==> config.mk <==
export PLATFORM = sky130hd
export DESIGN_NAME = peak_event_recorder
export DESIGN_NICKNAME = d
export VERILOG_FILES = /design/src/rtl/evr_pkg.sv /design/src/rtl/evr_detector.sv /design/src/rtl/evr_fifo.sv /design/src/rtl/evr_packer.sv /design/src/rtl/peak_event_recorder.sv
export SDC_FILE = /design/constraint.sdc
export NUM_CORES = 1
export LEC_CHECK = 0
export BUFFER_PORTS_ARGS = -buffer_cell sky130_fd_sc_hd__buf_2
export CAP_MARGIN = 10
export CORE_MARGIN = 10
export CORE_UTILIZATION = 30
export DETAILED_ROUTE_END_ITERATION = 10
export GPL_TIMING_DRIVEN = 0
export SYNTH_ARGS = -nofsm -noshare
export SYNTH_HDL_FRONTEND = slang
export SYNTH_SLANG_ARGS = --single-unit
==> constraint.sdc <==
create_clock -name clk -period 7.99 [get_ports clk]
set_input_delay 1.598 -clock clk [delete_from_list [all_inputs] [get_ports clk]]
set_output_delay 1.598 -clock clk [all_outputs]
set_load 0.01 [all_outputs]
==> src/rtl/evr_pkg.sv <==
package evr_pkg;
   typedef enum logic [1:0] {
      DET_ARMED  = 2'd0,
      DET_ACTIVE = 2'd1,
      DET_HOLD   = 2'd2
   } det_state_e;
endpackage

==> src/rtl/evr_detector.sv <==
module evr_detector
   import evr_pkg::*;
#(
   parameter int SAMPLE_W = 12,
   parameter int TS_W     = 48
) (
   input  logic                clk,
   input  logic                rst_n,
   input  logic                enable_i,
   input  logic [SAMPLE_W-1:0] thr_i,
   input  logic                smp_valid_i,
   input  logic [SAMPLE_W-1:0] smp_i,
   input  logic [TS_W-1:0]     time_i,
   output logic                done_o,
   output logic [TS_W-1:0]     ts_o,
   output logic [SAMPLE_W-1:0] peak_o
);
   det_state_e          state_q;
   logic [TS_W-1:0]     ts_q;
   logic [SAMPLE_W-1:0] peak_q;
   logic                above, below;

   assign above = smp_i > thr_i;
   assign below = smp_i < thr_i;

   always_ff @(posedge clk) begin
      if (!rst_n) begin
         state_q <= DET_ARMED;
         ts_q    <= '0;
         peak_q  <= '0;
         done_o  <= 1'b0;
      end else begin
         done_o <= 1'b0;
         if (!enable_i) begin
            state_q <= DET_ARMED;
         end else if (smp_valid_i) begin
            unique case (state_q)
               DET_ARMED: if (above) begin
                  state_q <= DET_ACTIVE;
                  ts_q    <= time_i;
                  peak_q  <= smp_i;
               end
               DET_ACTIVE: if (above) begin
                  if (smp_i > peak_q) peak_q <= smp_i;
               end else begin
                  done_o  <= 1'b1;
                  state_q <= below ? DET_ARMED : DET_HOLD;
               end
               DET_HOLD: if (below) state_q <= DET_ARMED;
               default: state_q <= DET_ARMED;
            endcase
         end
      end
   end

   assign ts_o   = ts_q;
   assign peak_o = peak_q;

   // a completed event is always caused by an enabled, valid sample at or below threshold
   p_end_cause_r3: assert property (@(posedge clk) disable iff (!rst_n)
      done_o |-> $past(enable_i && smp_valid_i && (smp_i <= thr_i)));

   // a disabled channel never reports an event on the next cycle
   p_disable_quiet_r8: assert property (@(posedge clk) disable iff (!rst_n)
      !enable_i |=> !done_o);

   // without a sample strobe nothing completes
   p_idle_quiet_r10: assert property (@(posedge clk) disable iff (!rst_n)
      !smp_valid_i |=> !done_o);
endmodule

==> src/rtl/evr_fifo.sv <==
module evr_fifo #(
   parameter int W     = 60,
   parameter int DEPTH = 4
) (
   input  logic         clk,
   input  logic         rst_n,
   input  logic         push_i,
   input  logic [W-1:0] data_i,
   input  logic         pop_i,
   output logic [W-1:0] data_o,
   output logic         full_o,
   output logic         empty_o
);
   localparam int PTR_W = (DEPTH > 1) ? $clog2(DEPTH) : 1;
   localparam int CNT_W = $clog2(DEPTH + 1);

   if (DEPTH < 2 || (DEPTH & (DEPTH - 1)) != 0) begin : g_bad_depth
      $error("evr_fifo: DEPTH must be a power of two, at least 2");
   end

   logic [W-1:0]     mem [DEPTH];
   logic [PTR_W-1:0] wr_ptr, rd_ptr;
   logic [CNT_W-1:0] count;
   logic             do_push, do_pop;

   assign full_o  = count == CNT_W'(DEPTH);
   assign empty_o = count == '0;
   assign do_push = push_i && !full_o;
   assign do_pop  = pop_i && !empty_o;
   assign data_o  = mem[rd_ptr];

   always_ff @(posedge clk) begin
      if (do_push) mem[wr_ptr] <= data_i;
   end

   always_ff @(posedge clk) begin
      if (!rst_n) begin
         wr_ptr <= '0;
         rd_ptr <= '0;
         count  <= '0;
      end else begin
         if (do_push) wr_ptr <= wr_ptr + 1'b1;
         if (do_pop)  rd_ptr <= rd_ptr + 1'b1;
         if (do_push && !do_pop)      count <= count + 1'b1;
         else if (do_pop && !do_push) count <= count - 1'b1;
      end
   end

   // occupancy never exceeds the configured depth
   p_fifo_bound_r6: assert property (@(posedge clk) disable iff (!rst_n)
      count <= CNT_W'(DEPTH));
endmodule

==> src/rtl/evr_packer.sv <==
module evr_packer #(
   parameter int               ID_W       = 5,
   parameter logic [ID_W-1:0]  CHANNEL_ID = '0,
   parameter int               TS_W       = 48,
   parameter int               SAMPLE_W   = 12,
   parameter int               BEAT_W     = 16
) (
   input  logic                clk,
   input  logic                rst_n,
   input  logic                entry_valid_i,
   input  logic [TS_W-1:0]     ts_i,
   input  logic [SAMPLE_W-1:0] peak_i,
   input  logic                ready_i,
   output logic [BEAT_W-1:0]   data_o,
   output logic                valid_o,
   output logic                last_o,
   output logic                pop_o
);
   localparam int TS_BEATS = (TS_W + BEAT_W - 1) / BEAT_W;
   localparam int NBEATS   = TS_BEATS + 2;
   localparam int IDX_W    = $clog2(NBEATS);
   localparam int PAD_W    = TS_BEATS * BEAT_W;

   if (SAMPLE_W > BEAT_W || ID_W > BEAT_W) begin : g_bad_beat
      $error("evr_packer: BEAT_W too narrow for ID or sample");
   end

   logic [BEAT_W-1:0] beat_w [NBEATS];
   logic [PAD_W-1:0]  ts_pad;
   logic [IDX_W-1:0]  beat_q;
   logic              fire;

   assign ts_pad             = PAD_W'(ts_i);
   assign beat_w[0]          = BEAT_W'(CHANNEL_ID);
   assign beat_w[NBEATS-1]   = BEAT_W'(peak_i);

   for (genvar i = 0; i < TS_BEATS; i++) begin : g_ts_beat
      assign beat_w[1+i] = ts_pad[(TS_BEATS-1-i)*BEAT_W +: BEAT_W];
   end

   assign valid_o = entry_valid_i;
   assign data_o  = beat_w[beat_q];
   assign last_o  = beat_q == IDX_W'(NBEATS - 1);
   assign fire    = valid_o && ready_i;
   assign pop_o   = fire && last_o;

   always_ff @(posedge clk) begin
      if (!rst_n)     beat_q <= '0;
      else if (fire)  beat_q <= last_o ? '0 : beat_q + 1'b1;
   end

   // a stalled beat holds its value and stays valid
   p_stall_hold_r7: assert property (@(posedge clk) disable iff (!rst_n)
      (valid_o && !ready_i) |=> (valid_o && $stable(data_o) && $stable(last_o)));
endmodule

==> src/rtl/peak_event_recorder.sv <==
module peak_event_recorder #(
   parameter int              SAMPLE_W   = 12,
   parameter int              TS_W       = 48,
   parameter int              BEAT_W     = 16,
   parameter int              ID_W       = 5,
   parameter logic [ID_W-1:0] CHANNEL_ID = '0,
   parameter int              FIFO_DEPTH = 4,
   parameter int              DROP_W     = 8
) (
   input  logic                clk,
   input  logic                rst_n,
   input  logic                cfg_enable_i,
   input  logic [SAMPLE_W-1:0] threshold_i,
   input  logic                sample_valid_i,
   input  logic [SAMPLE_W-1:0] sample_i,
   input  logic [TS_W-1:0]     time_i,
   output logic [BEAT_W-1:0]   pkt_data_o,
   output logic                pkt_valid_o,
   output logic                pkt_last_o,
   input  logic                pkt_ready_i,
   output logic [DROP_W-1:0]   drop_count_o
);
   localparam int ENTRY_W = TS_W + SAMPLE_W;

   if (DROP_W < 1) begin : g_bad_drop
      $error("peak_event_recorder: DROP_W must be at least 1");
   end

   logic                done, fifo_full, fifo_empty, pop;
   logic [TS_W-1:0]     ev_ts, head_ts;
   logic [SAMPLE_W-1:0] ev_peak, head_peak;
   logic [ENTRY_W-1:0]  head;
   logic [DROP_W-1:0]   drop_q;

   evr_detector #(.SAMPLE_W(SAMPLE_W), .TS_W(TS_W)) u_det (
      .clk(clk), .rst_n(rst_n), .enable_i(cfg_enable_i), .thr_i(threshold_i),
      .smp_valid_i(sample_valid_i), .smp_i(sample_i), .time_i(time_i),
      .done_o(done), .ts_o(ev_ts), .peak_o(ev_peak));

   evr_fifo #(.W(ENTRY_W), .DEPTH(FIFO_DEPTH)) u_fifo (
      .clk(clk), .rst_n(rst_n), .push_i(done), .data_i({ev_ts, ev_peak}),
      .pop_i(pop), .data_o(head), .full_o(fifo_full), .empty_o(fifo_empty));

   assign {head_ts, head_peak} = head;

   evr_packer #(.ID_W(ID_W), .CHANNEL_ID(CHANNEL_ID), .TS_W(TS_W),
                .SAMPLE_W(SAMPLE_W), .BEAT_W(BEAT_W)) u_pack (
      .clk(clk), .rst_n(rst_n), .entry_valid_i(!fifo_empty), .ts_i(head_ts),
      .peak_i(head_peak), .ready_i(pkt_ready_i), .data_o(pkt_data_o),
      .valid_o(pkt_valid_o), .last_o(pkt_last_o), .pop_o(pop));

   always_ff @(posedge clk) begin
      if (!rst_n)
         drop_q <= '0;
      else if (done && fifo_full && drop_q != {DROP_W{1'b1}})
         drop_q <= drop_q + 1'b1;
   end

   assign drop_count_o = drop_q;

   // the lost-event count never goes down
   p_drop_mono_r6: assert property (@(posedge clk) disable iff (!rst_n)
      ##1 (drop_count_o >= $past(drop_count_o)));

   // the count only moves when an event meets a full queue
   p_drop_cause_r6: assert property (@(posedge clk) disable iff (!rst_n)
      (!(done && fifo_full)) |=> $stable(drop_count_o));

   // no valid output straight out of reset
   p_reset_idle_r9: assert property (@(posedge clk)
      !rst_n |=> !pkt_valid_o);
endmodule

After elaboration in Yosys (flattened, before gate mapping)

Memories as Yosys holds them, arrays and structs flattened. A register that Yosys moved wholly into a read port is not among the register bits.
Index checks and enable logic that the tools add are counted.

Register bits after elaboration: 81
Memory bits (writable): 240
Bits of input ports: 77
Output and inout port bits: 26
Word-level logic and storage cells: 72
Memories: 1

Memory list:

| name       | depth | width | rd ports | clocked after memory_dff | wr ports | RTL line       | text |
|---|---|---|---|---|---|---|---|
| u_fifo.mem | 4     | 60    | 1        | 1                        | 1        | evr_fifo.sv:21 | `logic [W-1:0] mem [DEPTH];` |

Add/sub/neg operators: 6
Order comparisons: 4
Equal/unequal tests: 10
Mux-type cells: 20
Bitwise logic cells: 1
Reductions and logical operators: 21

Operators with widths:

| operator                                                  | number |
|---|---|
| binary-select mux 16 bit (select 3 bit)                   | 1 |
| 2-to-1 mux 12 bit                                         | 3 |
| 2-to-1 mux 16 bit                                         | 2 |
| > comparator 12 bit                                       | 2 |
| one-hot mux 12 bit (2 select lines)                       | 1 |
| < comparator 12 bit                                       | 1 |
| 2-to-1 mux 2 bit                                          | 6 |
| AND reduction 4 bit                                       | 3 |
| 2-to-1 mux 3 bit                                          | 3 |
| adder 8 x 1 -> 8 bit (second input constant)              | 1 |
| logical AND 1 bit                                         | 8 |
| != test 2 x 1 -> 1 bit (second input constant)            | 4 |
| != test 8 bit (second input constant)                     | 1 |
| adder 3 x 1 -> 3 bit (second input constant)              | 2 |
| equality test 3 bit (second input constant)               | 2 |
| one-hot mux 2 bit (3 select lines)                        | 1 |
| AND reduction 6 bit                                       | 1 |
| adder 2 x 1 -> 2 bit (second input constant)              | 2 |
| greater-or-equal comparator 4 bit (second input constant) | 1 |
| logical NOT 1 bit                                         | 4 |
| NOT 3 -> 4 bit                                            | 1 |
| nonzero test 2 bit                                        | 2 |
| logical NOT 3 bit                                         | 1 |
| 2-to-1 mux 1 bit                                          | 3 |
| 6 further kinds                                           | 6 |

Logic depth before layout (Yosys ltp)

Gate-level depths: netlist (run 1).

Word-level depth: 8
Mapped depth: 12
Depth with buffers taken out: 11

Modules after synthesis

A second synthesis (run 1) with hierarchy kept.

Cell total of the unflattened synthesis: 862
Area, all modules: 13242.7 µm²

By module, submodules not included:

| module              | instances | cells an instance | area an instance (µm²) | sequential area each (µm²) |
|---|---|---|---|---|
| evr_fifo            | 1         | 362               | 9206.3                 | 7387.1 |
| evr_detector        | 1         | 368               | 2980.4                 | 1261.2 |
| evr_packer          | 1         | 82                | 666.9                  | 60.1 |
| peak_event_recorder | 1         | 50                | 389.1                  | 160.2 |

Least setup slack after synthesis (run 1)

Ideal clock, no wire load.

Path type: input to register
From: input port threshold_i[7]
To: register u_det.peak_q[0], in the netlist u_det.peak_o[0]
Library setup time: 72 ps
Arrival time: 3194 ps
Required time: 7918 ps
Path slack: 4724 ps
Stages on the path: 9
Buffers on the path: 1
Cell sequence: inv_1 ha_1 nand2_1 o21a_1 o21ba_1 a21oi_2 nor4b_4 buf_6 mux2i_1

Longest elaborated chain between the ends: 3
Elaborated cells between the ends (all ways): 4
Classes of those cells: order compare: 1; eq/ne: 2; reduce/logical: 1

Ends and longest elaborated chain:

| what                             | RTL line                  | text |
|---|---|---|
| start, declared                  | peak_event_recorder.sv:13 | `input logic [SAMPLE_W-1:0] threshold_i,` |
| > comparator 12 bit *            | evr_detector.sv:23        | `assign above = smp_i > thr_i;` |
| != test 2 x 1 -> 1 bit (no line) | n/a                       |  |
| AND reduction 6 bit (no line) *  | n/a                       |  |
| end signal, assigned             | evr_detector.sv:41        | `peak_q <= smp_i;` |
| end signal, assigned             | evr_detector.sv:44        | `if (smp_i > peak_q) peak_q <= smp_i;` |
| end, declared                    | evr_detector.sv:20        | `logic [SAMPLE_W-1:0] peak_q;` |

Every way passes the cells marked *; elsewhere a longest branch is shown, timed or not.
A chain may end at the register's enable or synchronous reset.

==> summary.md, run 1 <==
| Metric | Value |
|---|---|
| Crit path capture type | primary output |
| CP required | about 6.4 ns |
| Final WS setup | between 3 and 4 ns |
| Switching pwr | between 700 and 800 uW |
| Die ar. | approximately 52000 um2 |
| Worst Hold Class | reg -> reg |
| Worst-path clk slew | 0.06 ns |
| Gr ovfl total | 0 |
| Max cap viols | 0 |
| Tcrit/Tclk final | 0.562 |
| Minimum clock period after layout | between 4 and 5 ns |
| Worst Hold Launch | u_det.state_q[1]$_SDFFE_PN0P_ |
| Area Overhead vs Synth | 20.2% |
| Worst Max-Slew Pin Slew | 0.821 ns |
| #FFs+latches synth | 323 |
| Crit Reg-Reg Startpoint | u_pack.beat_q[1]$_SDFFE_PN0N_ |
| Post-synth EDFFs | 240 |
| Met1 usage | 0.170 |
| Arr. time, crit path | 2.89 ns |
| Vias/cell | 4.80 |
| Cell taking the most area after synthesis | edfxtp_1 |
| Hold Buf Count CTS | 0 |
| Met3 usage | 0.0278 |
| CP peak stage delay | 0.67 ns |
| GR Util met2 | 0.186 |
| Critical-path cell list | clkbuf_1, clkbuf_1, mux4_2, a22oi_1, o22ai_1, buf_2 |
| Most frequent cell on the critical path | clkbuf_1 |
| Layout net count | approximately 1100 |
| Reg2Reg Setup Slack | around 4.8 ns |
| # H-tree levels | 2 |
| Final HPWL DP | around 22000 um |
| Combinational Power Share | 0.030 |
| Core area | between 40000 and 50000 um2 |
| Pre-antenna DRT Iters | 5 |
| Tot Pwr | about 3700 uW |
| Fmax | about 220 MHz |
| Seq pwr share | 0.495 |
| Most used flip-flop cell after synthesis | edfxtp_1 |
| Pint | 2940 uW |
| Final setup vio count | 0 |
| Vias | ~7700 |
| Critical path buffer and inverter count | 3 |
| TritonCTS buffer count | 37 |
| Worst hold path depth | 2 |
| Synth top area share | 0.553 |
| CP max stage cell | clkbuf_1 |
| Mapped Cells | around 860 |
| Die Span Y | approximately 230 um |
| Post-CTS Setup Repair Bufs | 0 |
| Worst slack, placed | ~3.9 ns |
| Global Route Usage Sum | 0.122 |
| Delay-heaviest family, CP | buffers and inverters |
| Final Max Tran Viols | 0 |
| Switching share of power | 0.202 |
| Gr busiest metal | met2 |
| GPL Wtd Cong | slightly below 0.8 |
| Worst r2r dst | u_fifo.count[2]$_SDFFE_PN0P_ |
| Site Rows | 76 |
| Clock power frac | 0.475 |
| Max VDD drop | between 100 and 150 uV |
| Register area share after synthesis | 0.680 |
| Worst Skew | around 0.023 ns |
| Layout cell share with drive strength beyond 1 | 0.237 |
| Status | finished, final reports clean |
| DRT iter0 DRCs | approximately 710 |
| Avg Cell Area, Syn | 15.2 um2 |
| Ys Warns | 0 |
| Die width | ~230 um |
| Startpoint types | flip-flop |
| Net count after synthesis | roughly 970 |
| CTS tree | yes |
| PD cells | between 200 and 250 nW/um2 |
| Clock sink total | 323 |
| Number of remaining DRC errors | 0 |
| Final ANT Viol Nets | 0 |
| Post-layout util | 0.365 |
| Crit Path Class | reg -> out |
| Maximum number of pins on one net before global-route repair | 48 |
| Count leader, synth | edfxtp_1 |
| N_diodes | 0 |
| I/O Buffers | 101 |
| Final non-filler cell total | around 1600 |
| # IOs | 103 |
| Static Leak | between 0.005 and 0.006 uW |
| Clk_lat worst skew | roughly 0.53 ns |
| Post-synthesis cell type count | 47 |
| Initial antenna violation count | 1 |
| Starting density of the core | 0.303 |
| Global-route wire length before repair | a little under 50000 um |
| Hold path endpoint | u_det.state_q[1]$_SDFFE_PN0P_ |
| Number of global-route vias before repair | around 7800 |
| Top cells by area, synth | edfxtp_1 (55%), dfxtp_1 (13%), mux4_2 (10%) |
| Wire length per cell | roughly 20 um |
| R2R depth | 12 |
| Relative slew slack | 0.452 |
| FFs w/ async S/R, synth | 0 |
| Clock buffer depth | 3 |
| Cells after DPL | 1546 |
| CP max FO | 10 |
| Clk root buf | clkbuf_16 |
| Hold Vio Cnt, Final | 0 |
| Routed wire length | approximately 32000 um |
| Cell Area, Synth | 13000 um2 |
| RSZ-0062 raised after global routing | no |
| TNS Setup | 0 ns |
| Top cells by count, synth | edfxtp_1 (240), nand2_1 (96), dfxtp_1 (83), mux4_2 (60), nand3_1 (55) |
| Post_cts resized | 0 |
worst min-delay path, stage by stage, from the launching register on:
cell     delay (ns)
dfxtp_1        0.30
o21ai_0        0.06
a21oi_1        0.06
final cells by class:
| type | instances | area [um2] |
|---|---|---|
| Inverter | 34 | 128 |
| Fill cell | 4152 | 27300 |
| Multi-Input combinational cell | 452 | 3830 |
| Timing Repair Buffer | 105 | 616 |
| Tap cell | 585 | 732 |
| Buffer | 47 | 226 |
| Clock buffer | 46 | 1000 |
| Sequential cell | 323 | 8870 |
| Clock inverter | 21 | 273 |
power groups by stage:
| stage | Combinational [uW] | Sequential [uW] | Clock, uW |
|---|---|---|---|
| 6_report | 110 | 1820 | 1750 |
| 5_1_grt | 123 | 1820 | 1860 |
| 4_1_cts | 111 | 1820 | 1790 |
| 3_5_place_dp | 110 | 1860 | 0 |
| 3_3_place_gp | 108 | 1860 | 0 |
| 2_1_floorplan | 60.1 | 1850 | 0 |
cell families after synthesis:
kind of cell | share of synthesized area
flip-flops | 0.680
AO/OA/AOI/OAI | 0.0550
XOR/XNOR | 0.00605
buffers and inverters | 0.0272
adder cells (fa/ha/maj) | 0.0322
multiplexers | 0.124
AND/OR/NAND/NOR | 0.0750
stage by stage:
| step | cell area [um2] | hold WS, ns |
|---|---|---|
| after floorplan | 13000 | 0.454 |
| after global placement | 14300 | 0.460 |
| after detailed placement | 14400 | 0.476 |
| after CTS | 15700 | 0.482 |
| after global routing | 15700 | 0.505 |
| final | 15700 | 0.478 |
registers in the layout, indices dropped and copies added, names as in the netlist, 2 cells and up, named ones only:
signal	count
drop_count_o	8
u_det.peak_o	12
u_det.state_q	2
u_det.ts_o	48
u_fifo.count	3
u_fifo.mem	240
u_fifo.rd_ptr	2
u_fifo.wr_ptr	2
u_pack.beat_q	3
placed cells by master, fill, tap and decap left out, types with 3 or more instances in the layout:
| master | instances |
|---|---|
| edfxtp_1 | 240 |
| clkbuf_16 | 39 |
| o21ai_0 | 34 |
| dfxtp_1 | 83 |
| a21boi_0 | 5 |
| mux4_2 | 60 |
| buf_6 | 5 |
| nand4_1 | 7 |
| bufinv_16 | 6 |
| xnor2_1 | 5 |
| o21ai_1 | 21 |
| buf_16 | 4 |
| ha_1 | 32 |
| nand2_1 | 96 |
| and2_4 | 4 |
| nor3_1 | 3 |
| a22oi_1 | 13 |
| clkinv_2 | 6 |
| a21oi_1 | 17 |
| inv_1 | 33 |
| o22ai_1 | 12 |
| xor2_1 | 4 |
| nand3_1 | 55 |
| nor2_1 | 13 |
| buf_2 | 108 |
| mux2i_1 | 27 |
| clkinv_1 | 7 |
| or3_1 | 5 |
| nor2b_1 | 5 |
| and2_1 | 11 |
| clkbuf_1 | 39 |
per-layer routing:
layer	routed length (um)	part of all wire
met4	629	0.020
met5	0	0
met3	2410	0.075
met2	14500	0.45
met1	14600	0.45
how the worst max path moves through the flow:
stage | from | end | depth (start not counted) | slack [ns]
3_5_place_dp | sample_i[3] | u_det.ts_o[28]$_SDFFE_PN0P_ | 10 | 3.93
2_1_floorplan | threshold_i[7] | u_det.peak_o[0]$_SDFFE_PN0P_ | 9 | 4.72
4_1_cts | flip-flop | pkt_data_o[7] | 6 | 3.46
6_report | flip-flop | pkt_data_o[10] | 6 | 3.50
3_3_place_gp | u_fifo.count[0]$_SDFFE_PN0P_ | u_fifo.mem[3][33]$_DFFE_PP_ | 3 | 3.86
5_1_grt | u_pack.beat_q[2]$_SDFFE_PN0N_ | pkt_data_o[10] | 6 | 3.35
(Power assumes the default switching activity.)
==> inputs of run 2 (changes only) <==
ABC_AREA = 1   (was default)
clock period = 3.8 ns   (was 7.99 ns; I/O delays follow)
==> run 2 against run 1 <==
Compared with the run above:
- die area rose by 1.4%
- sequential power is 110% higher
- utilization increased by 0.13 points
- total power rose by 100%
- setup slack worse by 3.4 ns
- critical path type unchanged
==> summary.md, run 2 <==
| Metric | Value |
|---|---|
| Status | finished, final reports clean |
| # H-tree levels | 2 |
| RSZ-0062 raised after global routing | no |
| Crit Path Class | reg -> out |
| Layout net count | around 1500 |
| Final non-filler cell total | ~2000 |
| Largest family of logic cells by synthesized area | simple AND/OR/NAND/NOR gates |
| Worst Max-Slew Pin Slew | 0.732 ns |
| Final HPWL DP | 25400 um |
| Worst Hold Class | reg -> reg |
| Most frequent cells in the layout | edfxtp_1 (240), nor2_1 (212), nand2_1 (182) |
| FFs w/ async S/R, synth | 0 |
| Clk root buf | clkbuf_16 |
| Ys Warns | 0 |
| Max cap viols | 0 |
| Post-synth EDFFs | between 200 and 250 |
| Final setup vio count | 0 |
| Hold_ws | 0.479 ns |
| # IOs | between 100 and 150 |
| Relative slew slack | 0.512 |
| Storage element area | between 8000 and 9000 um2 |
| Starting density of the core | 0.305 |
| Crit Reg-Reg Startpoint | u_pack.beat_q[0]$_SDFFE_PN0N_ |
| Area share of and/or/nand/nor cells after synthesis | 0.126 |
| Static Leak | between 0.005 and 0.006 uW |
| CP required | around 3.0 ns |
| Minimum clock period after layout | between 3 and 4 ns |
| Post-synthesis cell type count | 33 |
| Post-synthesis compound-gate area fraction | 0.121 |
| Net count after synthesis | around 1300 |
| Gr ovfl total | 0 |
| Routed wire length | ~36000 um |
| Worst Skew | between 0.015 and 0.02 ns |
| Clk_lat worst skew | ~0.52 ns |
| Number of remaining DRC errors | 0 |
| Multi-input gate area | between 3000 and 4000 um2 |
| Core area | roughly 43000 um2 |
| GPL Wtd Cong | 0.836 |
| Tcrit/Tclk final | 0.960 |
| Register area share after synthesis | 0.670 |
| Commonest non-fill, non-tap cell in the layout | edfxtp_1 |
| Wire length per cell | about 18 um |
| Arr. time, crit path | just under 3 ns |
| Cell taking the most area after synthesis | edfxtp_1 |
| Avg Cell Area, Syn | 10.9 um2 |
| Reg with most FFs | u_fifo.mem |
| Maximum number of pins on one net before global-route repair | 30 |
| I/O Buffers | 102 |
| Post-CTS Setup Repair Bufs | 0 |
| DRT iter0 DRCs | 654 |
| Initial antenna violation count | 1 |
| Top cells by area, synth | edfxtp_1 (54%), dfxtp_1 (13%), nor2_1 (6.1%) |
| Worst Hold Launch | u_fifo.rd_ptr[1]$_SDFFE_PN0P_ |
| Pre-antenna DRT Iters | 5 |
| Cells after DPL | roughly 1900 |
| Vias | between 9000 and 10000 |
| Post-layout util | 0.366 |
| Adder-Cell Fraction of Synth Area | 0.0318 |
| Vias/cell | ~4.8 |
| N_diodes | 0 |
| TritonCTS buffer count | 36 |
| Multiplexer area fraction after synthesis | 0.00605 |
| Global-route wire length before repair | roughly 55000 um |
| Worst-path clk slew | about 0.060 ns |
| CTS tree | yes |
| Area Overhead vs Synth | 19.9% |
| Top cells by count, synth | edfxtp_1 (240), nor2_1 (216), nand2_1 (182), o21ai_0 (119), dfxtp_1 (83) |
| Hold Vio Cnt, Final | 0 |
| Global Route Usage Sum | 0.132 |
| Hold Buf Count CTS | 0 |
| Final Max Tran Viols | 0 |
| Fmax | roughly 270 MHz |
| CP max FO | 10 |
| Cell Area, Synth | 13200 um2 |
| Site Rows | 76 |
| Die Span Y | 230 um |
| Final ANT Viol Nets | 0 |
| Count leader, synth | edfxtp_1 |
| Layout cell share with drive strength beyond 1 | 0.148 |
| Clock sink total | approximately 320 |
| Clock buffer depth | 3 |
| Synth top area share | 0.545 |
| Fill count | between 4000 and 5000 |
| Largest register FFs | 240 |
| #FFs+latches synth | 323 |
| Number of global-route vias before repair | a little over 9000 |
| Mapped Cells | between 1000 and 1500 |
| Most used flip-flop cell after synthesis | edfxtp_1 |
| Max VDD drop | around 260 uV |
| Crit path capture type | primary output |
| Synth Area in XOR/XNOR | 0 |
| Die width | 230 um |
| Die ar. | roughly 53000 um2 |
| Startpoint types | flip-flop |
| PD cells | 471 nW/um2 |
==> run 2: changes by cell type in the layout (fill, tap and decap cells not counted), moves of 13 or more <==
cell	delta
o21ai_0	+83
o32ai_1	+26
nand3_1	-38
nand2_1	+86
nor2_1	+199
mux2i_1	-19
inv_1	+41
a22oi_1	-13
a21oi_1	+57
o211ai_1	+23
mux4_2	-60
==> run 2: repair_timing <==
item | in CTS | in global routing
gates resized for setup | 1 | 18
setup endpoints to repair | 1 | 8
cloned | 0 | 0
==> run 2: cell families (layout without fill, tap and decap cells) <==
family                     after synthesis  after routing
and+or+nand+nor                        428            428
DFF                                    323            323
AOI/OAI and AO/OA                      275            275
buffers and inverters                  144            320
adders and majority gates               33             33
muxes                                    8              8
==> run 2: cell type report <==
cell class / instances / share of cell area
multi-input cells: 744 / 0.242
inverters: 78 / 0.0185
repair buffers: 110 / 0.0427
clock inverters: 13 / 0.00678
plain buffers: 66 / 0.0194
flip-flops and latches: 323 / 0.559
clock buffers: 53 / 0.0660
well taps: 585 / 0.0461
==> run 2: path summary, 6_finish.rpt <==
path              cells after the start  slack (ns)                           end
hold / removal                        1        0.48                     flip-flop
setup reg to reg                     14        0.71  u_fifo.count[2]$_SDFFE_PN0P_
hold reg to reg                       1        0.48                     flip-flop
setup / recovery                      8        0.15                 pkt_data_o[1]
==> run 2: metal layers <==
metal  global-route usage  vias up  part of all wire
met5                    0        -           0.00019
met4               0.0448        2             0.032
met3               0.0292       69             0.074
met2                0.203      344              0.44
met1                0.181     4456              0.45
li1                     -     4548                 -
==> run 2: worst max-delay path, stage by stage (launching register included) <==
cell and delay, ns:
dfxtp_1 0.37, buf_2 0.28, clkbuf_4 0.29, buf_2 0.28, nor2_1 0.08, o32ai_1 0.31
inv_1 0.12, o21ai_0 0.42, buf_2 0.23
==> run 2: metrics by stage <==
step	power, uW	worst slack [ns]	area (um2)	TNS [ns]
2_1_floorplan	4060	0.141	13200	0
3_3_place_gp	4180	-2.07	14500	-482.66
3_5_place_dp	4190	0.543	14700	0
4_1_cts	7550	0.0121	15800	0
5_1_grt	7730	0.00390	15900	0
6_report	7480	0.152	15900	0
==> run 2: where the power goes <==
part           internal (uW)  switching (uW)
clock                   1990            1380
combinational            101             159
sequential              3810            42.3
